==> src/rtl/acc_pkg.sv <==
package acc_pkg;
  localparam int ID_W = 5;

  typedef enum logic [3:0] {
    DEV_NONE = 4'd0, DEV_OTG = 4'd1, DEV_AUDIO1 = 4'd2, DEV_AUDIO2 = 4'd3,
    DEV_PPD = 4'd4, DEV_UART = 4'd5, DEV_AV = 4'd6, DEV_CHARGER = 4'd7,
    DEV_USB = 4'd8, DEV_JUSB_OFF = 4'd9, DEV_JUSB_ON = 4'd10,
    DEV_JUART_OFF = 4'd11, DEV_JUART_ON = 4'd12, DEV_TTY = 4'd13
  } devType_t;

  typedef enum logic [2:0] {
    PATH_OPEN = 3'd0, PATH_USB = 3'd1, PATH_UART = 3'd2,
    PATH_AUDIO = 3'd3, PATH_VIDEO = 3'd4
  } path_t;

  typedef enum logic [2:0] {
    PH_IDLE, PH_WAIT_READ, PH_WAIT_TIME, PH_JIG_HOLD, PH_ACTIVE
  } phase_t;

  typedef struct packed {
    path_t path;
    logic  fetOn;
    logic  chgLow;
    logic  bootHigh;
    logic  jigLow;
  } swCfg_t;

  typedef struct packed {
    logic latchCode;
    logic clearCfg;
    logic applyNew;
    logic applyCur;
    logic jigNew;
    logic loadTimer;
    logic pulseAttach;
    logic pulseDetach;
    logic pulseKey;
  } ctrlStrobe_t;

  function automatic devType_t classifyId(input logic [ID_W-1:0] code, input logic vbus);
    devType_t t;
    t = DEV_NONE;
    if (code == 5'b00000) t = DEV_OTG;
    else if (code <= 5'b01101) t = DEV_AUDIO1;
    else begin
      case (code)
        5'b10011: t = DEV_AUDIO2;
        5'b10100: t = DEV_PPD;
        5'b10101: t = DEV_TTY;
        5'b10110: t = DEV_UART;
        5'b10111, 5'b11011: t = vbus ? DEV_CHARGER : DEV_NONE;
        5'b11000: t = DEV_JUSB_OFF;
        5'b11001: t = DEV_JUSB_ON;
        5'b11010: t = DEV_AV;
        5'b11100: t = DEV_JUART_OFF;
        5'b11101: t = DEV_JUART_ON;
        5'b11110: t = DEV_AUDIO1;
        5'b11111: t = vbus ? DEV_USB : DEV_NONE;
        default:  t = DEV_NONE;
      endcase
    end
    return t;
  endfunction

  function automatic logic isFactory(input devType_t t);
    return (t == DEV_JUSB_OFF) || (t == DEV_JUSB_ON) ||
           (t == DEV_JUART_OFF) || (t == DEV_JUART_ON);
  endfunction

  function automatic swCfg_t cfgOf(input devType_t t);
    swCfg_t c;
    c = '0;
    case (t)
      DEV_OTG:     c.path = PATH_USB;
      DEV_AUDIO1:  c.path = PATH_AUDIO;
      DEV_AUDIO2:  c.path = PATH_UART;
      DEV_PPD:     begin c.path = PATH_AUDIO; c.fetOn = 1'b1; end
      DEV_TTY:     c.path = PATH_AUDIO;
      DEV_UART:    c.path = PATH_UART;
      DEV_AV:      c.path = PATH_VIDEO;
      DEV_CHARGER: begin c.fetOn = 1'b1; c.chgLow = 1'b1; end
      DEV_USB:     begin c.path = PATH_USB; c.fetOn = 1'b1; end
      DEV_JUSB_OFF, DEV_JUSB_ON: begin
        c.path = PATH_USB; c.fetOn = 1'b1; c.jigLow = 1'b1;
        c.bootHigh = (t == DEV_JUSB_ON);
      end
      DEV_JUART_OFF, DEV_JUART_ON: begin
        c.path = PATH_UART; c.jigLow = 1'b1;
        c.bootHigh = (t == DEV_JUART_ON);
      end
      default: c = '0;
    endcase
    return c;
  endfunction
endpackage

==> src/rtl/acc_dp.sv <==
module acc_dp
  import acc_pkg::*;
#(
  parameter int WAIT_W = 8
) (
  input  logic              clk,
  input  logic              rstN,
  input  logic [ID_W-1:0]   idCode,
  input  logic              vbusOk,
  input  logic              tick1k,
  input  logic [WAIT_W-1:0] waitTicks,
  input  ctrlStrobe_t       strb,
  output devType_t          newType,
  output devType_t          curType,
  output logic              evtSeen,
  output logic              timerZero,
  output logic [ID_W-1:0]   adcValue,
  output swCfg_t            cfg,
  output logic              changeEvt,
  output logic              attachEvt,
  output logic              detachEvt,
  output logic              keyEvt
);
  logic [ID_W-1:0]   adcReg;
  devType_t          typeReg;
  swCfg_t            cfgReg, cfgNext, jigCfg;
  logic [WAIT_W-1:0] waitCnt;

  assign newType   = classifyId(idCode, vbusOk);
  assign evtSeen   = (idCode != adcReg) || (newType != typeReg);
  assign timerZero = (waitCnt == '0);
  assign curType   = typeReg;
  assign adcValue  = adcReg;
  assign cfg       = cfgReg;

  always_comb begin
    jigCfg        = '0;
    jigCfg.jigLow   = 1'b1;
    jigCfg.bootHigh = cfgOf(newType).bootHigh;
    cfgNext = cfgReg;
    if (strb.applyNew)      cfgNext = cfgOf(newType);
    else if (strb.applyCur) cfgNext = cfgOf(typeReg);
    else if (strb.jigNew)   cfgNext = jigCfg;
    else if (strb.clearCfg) cfgNext = '0;
  end

  always_ff @(posedge clk) begin
    if (!rstN) begin
      adcReg    <= '1;
      typeReg   <= DEV_NONE;
      cfgReg    <= '0;
      waitCnt   <= '0;
      changeEvt <= 1'b0;
      attachEvt <= 1'b0;
      detachEvt <= 1'b0;
      keyEvt    <= 1'b0;
    end else begin
      if (strb.latchCode) begin
        adcReg  <= idCode;
        typeReg <= newType;
      end
      cfgReg <= cfgNext;
      if (strb.loadTimer)          waitCnt <= waitTicks;
      else if (tick1k && !timerZero) waitCnt <= waitCnt - 1'b1;
      changeEvt <= strb.latchCode;
      attachEvt <= strb.pulseAttach;
      detachEvt <= strb.pulseDetach;
      keyEvt    <= strb.pulseKey;
    end
  end

  a_r2_change_marks_update: assert property (@(posedge clk) disable iff (!rstN)
    changeEvt |-> (adcReg != $past(adcReg)) || (typeReg != $past(typeReg)));
  a_r8_chg_only_charger: assert property (@(posedge clk) disable iff (!rstN)
    cfgReg.chgLow |-> typeReg == DEV_CHARGER);
  a_r10_none_all_open: assert property (@(posedge clk) disable iff (!rstN)
    (typeReg == DEV_NONE) |-> (cfgReg.path == PATH_OPEN) && !cfgReg.fetOn && !cfgReg.jigLow);
  a_r4_boot_needs_jig: assert property (@(posedge clk) disable iff (!rstN)
    cfgReg.bootHigh |-> cfgReg.jigLow);
  a_r9_key_only_headset: assert property (@(posedge clk) disable iff (!rstN)
    keyEvt |-> typeReg == DEV_AUDIO1);
endmodule

==> src/rtl/acc_ctrl.sv <==
module acc_ctrl
  import acc_pkg::*;
(
  input  logic        clk,
  input  logic        rstN,
  input  logic        evtSeen,
  input  devType_t    newType,
  input  devType_t    curType,
  input  logic        intRead,
  input  logic        ioSupplyOk,
  input  logic        timerZero,
  output ctrlStrobe_t strb,
  output phase_t      phase
);
  phase_t nextPhase;

  always_comb begin
    strb      = '0;
    nextPhase = phase;
    if (evtSeen) begin
      strb.latchCode = 1'b1;
      if (newType == curType) begin
        strb.pulseKey = (newType == DEV_AUDIO1);
      end else if (newType == DEV_NONE) begin
        strb.clearCfg    = 1'b1;
        strb.pulseDetach = 1'b1;
        nextPhase        = PH_IDLE;
      end else begin
        strb.pulseAttach = 1'b1;
        if (isFactory(newType)) begin
          if (ioSupplyOk) begin
            strb.applyNew = 1'b1;
            nextPhase     = PH_ACTIVE;
          end else begin
            strb.jigNew = 1'b1;
            nextPhase   = PH_JIG_HOLD;
          end
        end else begin
          strb.clearCfg = 1'b1;
          nextPhase     = PH_WAIT_READ;
        end
      end
    end else begin
      case (phase)
        PH_WAIT_READ: if (intRead) begin
          strb.loadTimer = 1'b1;
          nextPhase      = PH_WAIT_TIME;
        end
        PH_WAIT_TIME: if (timerZero) begin
          strb.applyCur = 1'b1;
          nextPhase     = PH_ACTIVE;
        end
        PH_JIG_HOLD: if (ioSupplyOk) begin
          strb.applyCur = 1'b1;
          nextPhase     = PH_ACTIVE;
        end
        default: nextPhase = phase;
      endcase
    end
  end

  always_ff @(posedge clk) begin
    if (!rstN) phase <= PH_IDLE;
    else       phase <= nextPhase;
  end

  a_r7_read_ignored_active: assert property (@(posedge clk) disable iff (!rstN)
    (phase == PH_ACTIVE && intRead && !evtSeen) |=> phase == PH_ACTIVE);
endmodule

==> src/rtl/acc_id_ctrl.sv <==
module acc_id_ctrl
  import acc_pkg::*;
#(
  parameter int WAIT_W = 8
) (
  input  logic              clk,
  input  logic              rstN,
  input  logic [4:0]        idCode,
  input  logic              vbusOk,
  input  logic              ioSupplyOk,
  input  logic              tick1k,
  input  logic [WAIT_W-1:0] waitTicks,
  input  logic              intRead,
  output logic [2:0]        pathSel,
  output logic              chgFetOn,
  output logic              chgDetPullLow,
  output logic              bootHigh,
  output logic              jigPullLow,
  output logic [3:0]        devType,
  output logic [4:0]        adcValue,
  output logic              changeEvt,
  output logic              attachEvt,
  output logic              detachEvt,
  output logic              keyEvt
);
  ctrlStrobe_t strb;
  devType_t    newType, curType;
  logic        evtSeen, timerZero;
  swCfg_t      cfg;
  phase_t      phase;

  acc_dp #(.WAIT_W(WAIT_W)) dp_i (
    .clk(clk), .rstN(rstN), .idCode(idCode), .vbusOk(vbusOk), .tick1k(tick1k),
    .waitTicks(waitTicks), .strb(strb), .newType(newType), .curType(curType),
    .evtSeen(evtSeen), .timerZero(timerZero), .adcValue(adcValue), .cfg(cfg),
    .changeEvt(changeEvt), .attachEvt(attachEvt), .detachEvt(detachEvt), .keyEvt(keyEvt)
  );

  acc_ctrl ctrl_i (
    .clk(clk), .rstN(rstN), .evtSeen(evtSeen), .newType(newType), .curType(curType),
    .intRead(intRead), .ioSupplyOk(ioSupplyOk), .timerZero(timerZero),
    .strb(strb), .phase(phase)
  );

  assign pathSel       = cfg.path;
  assign chgFetOn      = cfg.fetOn;
  assign chgDetPullLow = cfg.chgLow;
  assign bootHigh      = cfg.bootHigh;
  assign jigPullLow    = cfg.jigLow;
  assign devType       = curType;

  a_r6_open_while_pending: assert property (@(posedge clk) disable iff (!rstN)
    (phase == PH_WAIT_READ || phase == PH_WAIT_TIME) |->
      (pathSel == 3'd0) && !chgFetOn && !chgDetPullLow && !jigPullLow);
  a_r5_hold_keeps_open: assert property (@(posedge clk) disable iff (!rstN)
    (phase == PH_JIG_HOLD) |-> jigPullLow && (pathSel == 3'd0));
endmodule

==> config.mk <==
export PLATFORM = sky130hd
export DESIGN_NAME = acc_id_ctrl
export DESIGN_NICKNAME = d
export VERILOG_FILES = /design/src/rtl/acc_pkg.sv /design/src/rtl/acc_dp.sv /design/src/rtl/acc_ctrl.sv /design/src/rtl/acc_id_ctrl.sv
export SDC_FILE = /design/constraint.sdc
export NUM_CORES = 1
export LEC_CHECK = 0
export BUFFER_PORTS_ARGS = -buffer_cell sky130_fd_sc_hd__buf_4
export CAP_MARGIN = 25
export CORE_MARGIN = 2
export CORE_UTILIZATION = 25
export DETAILED_ROUTE_END_ITERATION = 10
export RECOVER_POWER = 50
export SYNTH_ARGS = -nofsm -noshare
export SYNTH_HDL_FRONTEND = slang
export SYNTH_HIERARCHICAL = 1
export SYNTH_SLANG_ARGS = --single-unit
==> constraint.sdc <==
create_clock -name clk -period 4.8 [get_ports clk]
set_clock_uncertainty 0.15 [all_clocks]
set_input_delay 0.48 -clock clk [delete_from_list [all_inputs] [get_ports clk]]
set_output_delay 0.48 -clock clk [all_outputs]
set_load 0.05 [all_outputs]
# After elaboration in Yosys (flattened, before gate mapping)

Index checks and enable logic that the tools add are counted.

Reductions and logical operators: 28
Magnitude comparators: 1
Add/sub/neg operators: 1
Equality and inequality tests: 49
Bitwise gates (word level): 2
Muxes and demuxes: 48

Operators with widths:

| kind                  | number |
|---|---|
| $eq A5 B5 Y1 const B  | 13 |
| $eq A4 B4 Y1 const B  | 12 |
| $pmux W4 S12          | 1 |
| $eq A4 B3 Y1 const B  | 8 |
| $mux W3               | 10 |
| $mux W7               | 4 |
| $pmux W3 S4           | 2 |
| $mux W1               | 21 |
| $eq A4 B2 Y1 const B  | 4 |
| $mux W8               | 2 |
| $reduce_or A4 Y1      | 4 |
| $mux W4               | 3 |
| $reduce_or A2 Y1      | 5 |
| $reduce_or A5 Y1      | 2 |
| $ne A3 B2 Y1 const B  | 3 |
| $pmux W3 S3           | 1 |
| $reduce_or A3 Y1      | 3 |
| $eq A4 B1 Y1 const B  | 2 |
| $logic_not A8 Y1      | 1 |
| $pmux W2 S2           | 2 |
| $reduce_bool A4 Y1    | 2 |
| $sub A8 B1 Y8 const B | 1 |
| $eq A3 B2 Y1 const B  | 2 |
| $le A5 B4 Y1 const B  | 1 |
| other kinds (16)      | 20 |

Register bits after elaboration: 31
Logic and storage cells: 142
Input bits: 19
Output and inout bits: 20

# Longest topological paths before layout

Gate-level depths: netlist of the first run.

Depth in word-level cells: 17
Depth in mapped cells: 14
Depth with buffers taken out: 13

# Cells and area by module

The synthesis of the first run kept the hierarchy.

Modules (own cells, without submodules):

| module   | instances | sequential area each (sq um) | area each (sq um) | cells each |
|---|---|---|---|---|
| acc_dp   | 1         | 560.5                        | 1823.0            | 231 |
| acc_ctrl | 1         | 60.1                         | 377.9             | 44 |

# Least setup slack after synthesis of the first run

No wires, ideal clock.

Path type: input port to flip-flop
Start point: input idCode[4]
End point: register dp_i.cfgReg, in the netlist dp_i/cfg[0]
Data arrival time: 3465 ps
Required time: 4591 ps
Cell stages on the path: 12
Setup time: 59 ps
Buffers on the path: 2
Path slack: 1126 ps
Cell sequence: clkbuf_1 nor2b_1 maj3_1 a221oi_2 xor2_1 o41ai_2 nor2_1 clkbuf_1 nor4_1 a22oi_1 o21ai_0 and2_1

RTL lines:

| what                 | line             | source |
|---|---|---|
| start, declared      | acc_id_ctrl.sv:8 | `input logic [4:0] idCode,` |
| end signal, assigned | acc_dp.sv:62     | `cfgReg <= cfgNext;` |
| end, declared        | acc_dp.sv:26     | `swCfg_t cfgReg, cfgNext, jigCfg;` |

==> qor.yml, run 1 <==
clk_pin_slew_ns: 0.07
rows: 34
die_h_um: 97.83
slew_violations: 0
root_buffer: "clkbuf_8"
critPathMaxFanout: 24
fillers: 931
grt_pass1_vias: 1979
synthFlopType: "dfxtp_1"
area_growth_syn_to_layout_pct: 17.06
dp_slack_ns: 0.6667
fin_util: 0.2983
ys_warn_count: 6
placedCellCount: 403
syn_inst: 275
worst_setup_path_start_kind: "input pin"
synthTopCellsByArea: "dfxtp_1 (28%), mux2i_1 (6.4%), xor2_1 (4.4%)"
layout-drive-gt1-share: 0.1320
cts_tree: "built"
synth-seq-cells: 31
dp_hpwl_um: 4122
avgViaCountPerCell: 5.131
fmax_mhz: 241.6
rsz0062_at_grt: "no"
finalHoldViolations: 0
end_kind: "flop"
die-area_mm2: 0.009570
maxCapViolCount: 0
synth_area_leader_cell: "dfxtp_1"
routedWlPerCell_um: 13.94
ios: 39
clock_sinks: 31
fin_crit_ns: 4.140
gp_congestion: 0.8690
yosysMostFrequentCell: "dfxtp_1"
synth_common_cells: "dfxtp_1 (31), nand2_1 (22), nor2_1 (20), a21oi_1 (15), o21ai_0 (15)"
io_buffers: 38
cts_hold_buf: 0
finalCritPeriodShare: 0.8625
worstPathArrival_ns: 4.22
die_w_um: 97.83
timing.hold.ws_ns: 0.3107
clock_latency_ns: 0.28
setup_tns_ns: 0
drt_pass1_iterations: 5
post_cts_resized: 0
syn_avg_cell_area_um2: 8.003
wl_um: 5731
synthArstFlopShare: 0
vias: 2109
ir_worst_vdd_v: 0.0001097
stdcell_count: 411
status: "finished clean"
antenna_found_initial: 0
crit_type: "in -> reg"
synth_area_mm2: 0.002201
required_ns: 4.88
syn_nets: 296
core_mm2: 0.008636
grt.total_usage: 0.1210
antennaDiodeCount: 0
hp-class: "in -> reg"
max_slew.worst_pin.slew_ns: 0.8144
report.final.setup_viol: 0
p_per_area_mw_per_mm2: 370.2
drtAntennaViolNets: 0
ys_seq_area_frac: 0.2820
htreeDepth: 2
overflow: 0
synth_top_area_share: 0.2820
num-nets-final: 323
final.setup.worst_slack_ns: 0.6602
cts_setup_buffers: 0
worst_slew_margin_rel: 0.4571
cts_made_buffers: 5
synth_edf_count: 0
route.detailed.drc: 0
first_iter_violations: 138
grt_pass1_wl_um: 9666
p_leak_nw: 1.020
yosysUniqueCellTypes: 63
final-seq-area_um2: 620.6
clk_path_buf_depth: 2
multi_input_area_mm2: 0.001454
grt_start_max_net_pins: 25
start_util: 0.2549
registers in the layout, summed over array words and instances, names as in the netlist:
name            cells
dp_i/changeEvt      1
dp_i/waitCnt        8
dp_i/detachEvt      1
dp_i/keyEvt         1
dp_i/cfg            7
dp_i/adcValue       5
dp_i/attachEvt      1
dp_i/curType        4
ctrl_i/phase        3
critical path, cell delays in order:
cell,delay [ns]
buf_4,0.18
and2_0,0.17
maj3_1,0.32
a221oi_1,0.73
xor2_1,0.21
o41ai_2,0.71
nor2_1,0.33
nor4_1,0.73
a22oi_1,0.13
o21ai_0,0.11
and2_1,0.13
placed cells by master (no fill, tap or decap), types with 3 or more instances in the layout:
master,synthesis,routed
nand4_1,3,3
a31oi_1,4,4
dfxtp_1,31,31
nor3_1,3,3
nor2b_1,12,12
a21boi_0,3,3
a221oi_1,2,3
xor2_1,11,11
nor2_1,20,20
o21ai_0,15,15
o22ai_1,3,3
inv_1,13,13
a211oi_1,3,3
a21oi_1,15,15
nand2_1,22,22
o211ai_1,3,3
nand2b_1,5,5
nor4_1,5,5
or3_1,3,3
xnor2_1,5,5
buf_4,1,18
nand3_1,6,6
mux2i_1,14,14
and2_1,7,6
clkbuf_1,13,21
o31ai_1,3,3
clkbuf_8,0,7
kinds of logic after synthesis:
logic type,Yosys count,share of synthesized area
and+or+nand+nor,104,0.2592
adders and majority gates,3,0.01592
AOI/OAI and AO/OA,75,0.2581
muxes,14,0.06367
DFF,31,0.2820
xor gates and xnor gates,16,0.06367
buffers and inverters,32,0.05742
stage by stage:
| step | power (W) | area [µm²] |
|---|---|---|
| 2_1_floorplan | 0.0006450 | 2201 |
| 3_3_place_gp | 0.0007261 | 2557 |
| 3_5_place_dp | 0.0007336 | 2557 |
| 4_1_cts | 0.0009746 | 2661 |
| 5_1_grt | 0.001020 | 2576 |
| 6_report | 0.0009538 | 2576 |
layout make-up:
| cell class | count | area share |
|---|---|---|
| repair buffers | 39 | 0.08305 |
| flip-flops and latches | 31 | 0.2409 |
| inverters | 13 | 0.01894 |
| clock inverters | 1 | 0.002914 |
| clock buffers | 7 | 0.03740 |
| well taps | 108 | 0.05245 |
| multi-input cells | 212 | 0.5644 |
worst paths after layout:
| kind | start | to | slack (ns) | cells after the start |
|---|---|---|---|---|
| min reg2reg | dp_i/waitCnt[5]$_SDFFE_PN0P_ | dp_i/waitCnt[5]$_SDFFE_PN0P_ | 0.36 | 2 |
| min | waitTicks[1] | dp_i/waitCnt[1]$_SDFFE_PN0P_ | 0.31 | 3 |
| max reg2reg | dp_i/curType[3]$_SDFFE_PN0P_ | dp_i/cfg[2]$_SDFFE_PN0P_ | 1.36 | 11 |
| max | idCode[3] | dp_i/cfg[0]$_SDFFE_PN0P_ | 0.66 | 11 |
power breakdown:
part	switching, W	internal (W)	total [W]	leakage, nW
clock	0.000103	0.000130	0.000234	0.0505
combinational	0.000209	0.000160	0.000369	0.715
sequential	0.0000492	0.000301	0.000351	0.255
total	0.000362	0.000592	0.000954	1.02
layer usage:
metal  GRT usage  up-vias  routed length, µm
met5           0        -                  0
met3     0.02935        9                346
met4     0.03739        0                 75
met1      0.1681      961               2745
met2      0.1855       70               2564
li1            -     1069                  -
Note: power is estimated with default switching activity, not from simulation.
==> run 2, diff against run 1 <==
clock period = 5.3 ns   (was 4.8 ns; I/O delays follow)
==> run 2 against run 1 <==
Setup slack gained 0.64 ns. Total power shrank 8.8%. Worst hold slack improved by 0.051 ns. Routed wire length grew 4.0%. Sequential power shrank 10%. Flip-flop and latch count unchanged. Combinational power down 9.2%. Utilization did not move. Cell area stayed put. Highest routed layer unchanged.
==> qor.yml, run 2 (same netlist as run 1, synthesis figures left out) <==
status: "finished clean"  # unchanged
overflow: 0  # unchanged
top_layer: "met4"  # unchanged
worst_setup_path_start_kind: "input pin"  # unchanged
critPathMaxFanout: 24  # unchanged
regMostFlops: "dp_i/waitCnt"  # unchanged
post_cts_resized: 0  # unchanged
crit_type: "in -> reg"  # unchanged
cts_hold_buf: 0  # unchanged
io_buffers: 38  # unchanged
grt_start_max_net_pins: 25  # unchanged
die_w_um: 97.83  # unchanged
root_buffer: "clkbuf_8"  # unchanged
antenna_found_initial: 0  # unchanged
finalHoldViolations: 0  # unchanged
grt_pass1_vias: 2061  # was 1,979
clock_latency_ns: 0.29  # was 0.28 ns
rsz0062_at_grt: "no"  # unchanged
drt-met1-wl_um: 2768  # was 2745 µm
p_per_area_mw_per_mm2: 337.5  # was 370.2 mW/mm²
p_leak_nw: 1.023  # was 1.020 nW
first_iter_violations: 150  # was 138
area_growth_syn_to_layout_pct: 17.06  # unchanged
worstPathArrival_ns: 4.08  # was 4.22 ns
ir_worst_vdd_v: 0.0001169  # was 0.0001097 V
cts_made_buffers: 5  # unchanged
max_slew.worst_pin.slew_ns: 0.7760  # was 0.8144 ns
end_kind: "flop"  # unchanged
rrSetupSlack_ns: 1.76  # was 1.36 ns
crit_path_top_delay_cell: "nor4_1"  # was a221oi_1
setup_tns_ns: 0  # unchanged
wl_um: 5960  # was 5731 µm
ios: 39  # unchanged
worst-path-buf-inv: 1  # unchanged
clk_path_buf_depth: 2  # unchanged
grt.total_usage: 0.1259  # was 0.1210
required_ns: 5.39  # was 4.88 ns
slowest_delay_ns: 0.75  # was 0.73 ns
met2_length_um: 2775  # was 2564 µm
slew_violations: 0  # unchanged
fmax_mhz: 250.2
start_util: 0.2549  # unchanged
largest_reg_flops: 8  # unchanged
final_common_cell: "dfxtp_1"  # unchanged
final_cell_mix: "dfxtp_1 (31), nand2_1 (22), clkbuf_1 (21), nor2_1 (20), buf_4 (18)"  # unchanged
antennaDiodeCount: 0  # unchanged
hp-class: "reg -> reg"  # was in -> reg
rows: 34  # unchanged
worst_slew_margin_rel: 0.4779  # was 0.4571
core_mm2: 0.008636  # unchanged
vias: 2186  # was 2,109
drt_pass1_iterations: 5  # unchanged
clock_sinks: 31  # unchanged
path_cells: "buf_4 -> and2_1 -> maj3_1 -> a221oi_2 -> xor2_1 -> o41ai_2 -> nor2_1 -> nor4_1 -> a22oi_1 -> o21ai_0 -> and2_1"  # was buf_4 -> and2_0 -> maj3_1 -> a221oi_1 -> xor2_1 -> o41ai_2 -> nor2_1 -> nor4_1 -> a22oi_1 -> o21ai_0 -> and2_1
cp_common_cell: "and2_1"
die-area_mm2: 0.009570  # unchanged
grt_pass1_wl_um: 10070  # was 9666 µm
fillers: 949  # was 931
cts_tree: "built"  # unchanged
htreeDepth: 2  # unchanged
num-nets-final: 323  # unchanged
gp_congestion: 0.8300  # was 0.8690
finalCritPeriodShare: 0.7542
die_h_um: 97.83  # unchanged
drtAntennaViolNets: 0  # unchanged
p_total_w: 0.0008696  # was 0.0009538 W
cts_setup_buffers: 0  # unchanged
dp_hpwl_um: 4258  # was 4122 µm
report.final.setup_viol: 0  # unchanged
maxCapViolCount: 0  # unchanged
avgViaCountPerCell: 5.319  # was 5.131
layout-drive-gt1-share: 0.1320  # unchanged
routedWlPerCell_um: 14.50  # was 13.94 µm
fin_crit_ns: 3.997
dr_wl_met3_um: 349  # was 346 µm
clk_pin_slew_ns: 0.07  # about the same
route.detailed.drc: 0  # unchanged
crit_family: "compound AO/OA/AOI/OAI gates"  # unchanged
-- run 2: cell counts in the layout (fill, tap and decap cells not counted) --
No cell type changed its count.
-- run 2: path summary, 6_finish.rpt --
check,startpoint,cells past startpoint,to
setup / recovery,idCode[3],11,dp_i/cfg[0]$_SDFFE_PN0P_
hold / removal,dp_i/waitCnt[5]$_SDFFE_PN0P_,2,dp_i/waitCnt[5]$_SDFFE_PN0P_
setup reg to reg,dp_i/curType[3]$_SDFFE_PN0P_,11,dp_i/cfg[2]$_SDFFE_PN0P_
hold reg to reg,dp_i/waitCnt[5]$_SDFFE_PN0P_,2,dp_i/waitCnt[5]$_SDFFE_PN0P_
-- run 2: layer usage --
| metal | vias to the layer above | track usage |
|---|---|---|
| li1 | 1062 | - |
| met1 | 1041 | 0.1674 |
| met2 | 73 | 0.2081 |
| met3 | 10 | 0.02720 |
| met4 | 0 | 0.03098 |
| met5 | - | 0 |
-- run 2: metrics by stage --
stage                     std cells  setup WS [ns]  area, µm²  utilization  hold WS, ns
after floorplan                 275          1.576       2201            -       0.3177
after global placement          403          1.197       2557       0.2961       0.3480
after detailed placement        403          1.007       2557       0.2961       0.3442
after CTS                       411          1.327       2661       0.3082       0.3544
after global routing            411         0.9246       2576       0.2983       0.3760
final                           411          1.303       2576       0.2983       0.3618
-- run 2: report_power, final --
group / leakage [nW] / internal (W) / switching [W]
sequential: 0.255 / 0.000273 / 0.0000433
clock: 0.0505 / 0.000118 / 0.000100
combinational: 0.717 / 0.000145 / 0.000190
-- run 2: tightest hold or removal path, cell delays in order (launching register included) --
cell	delay, ns
dfxtp_1	0.33
o41ai_1	0.07
a31oi_1	0.07
-- run 2: area by class of cell --
cell class | count | area, µm² | area share
inverters | 13 | 48.80 | 0.01894
multi-input cells | 212 | 1454 | 0.5644
repair buffers | 39 | 214.0 | 0.08305
flip-flops and latches | 31 | 620.6 | 0.2409
clock inverters | 1 | 7.507 | 0.002914
clock buffers | 7 | 96.34 | 0.03740
well taps | 108 | 135.1 | 0.05245
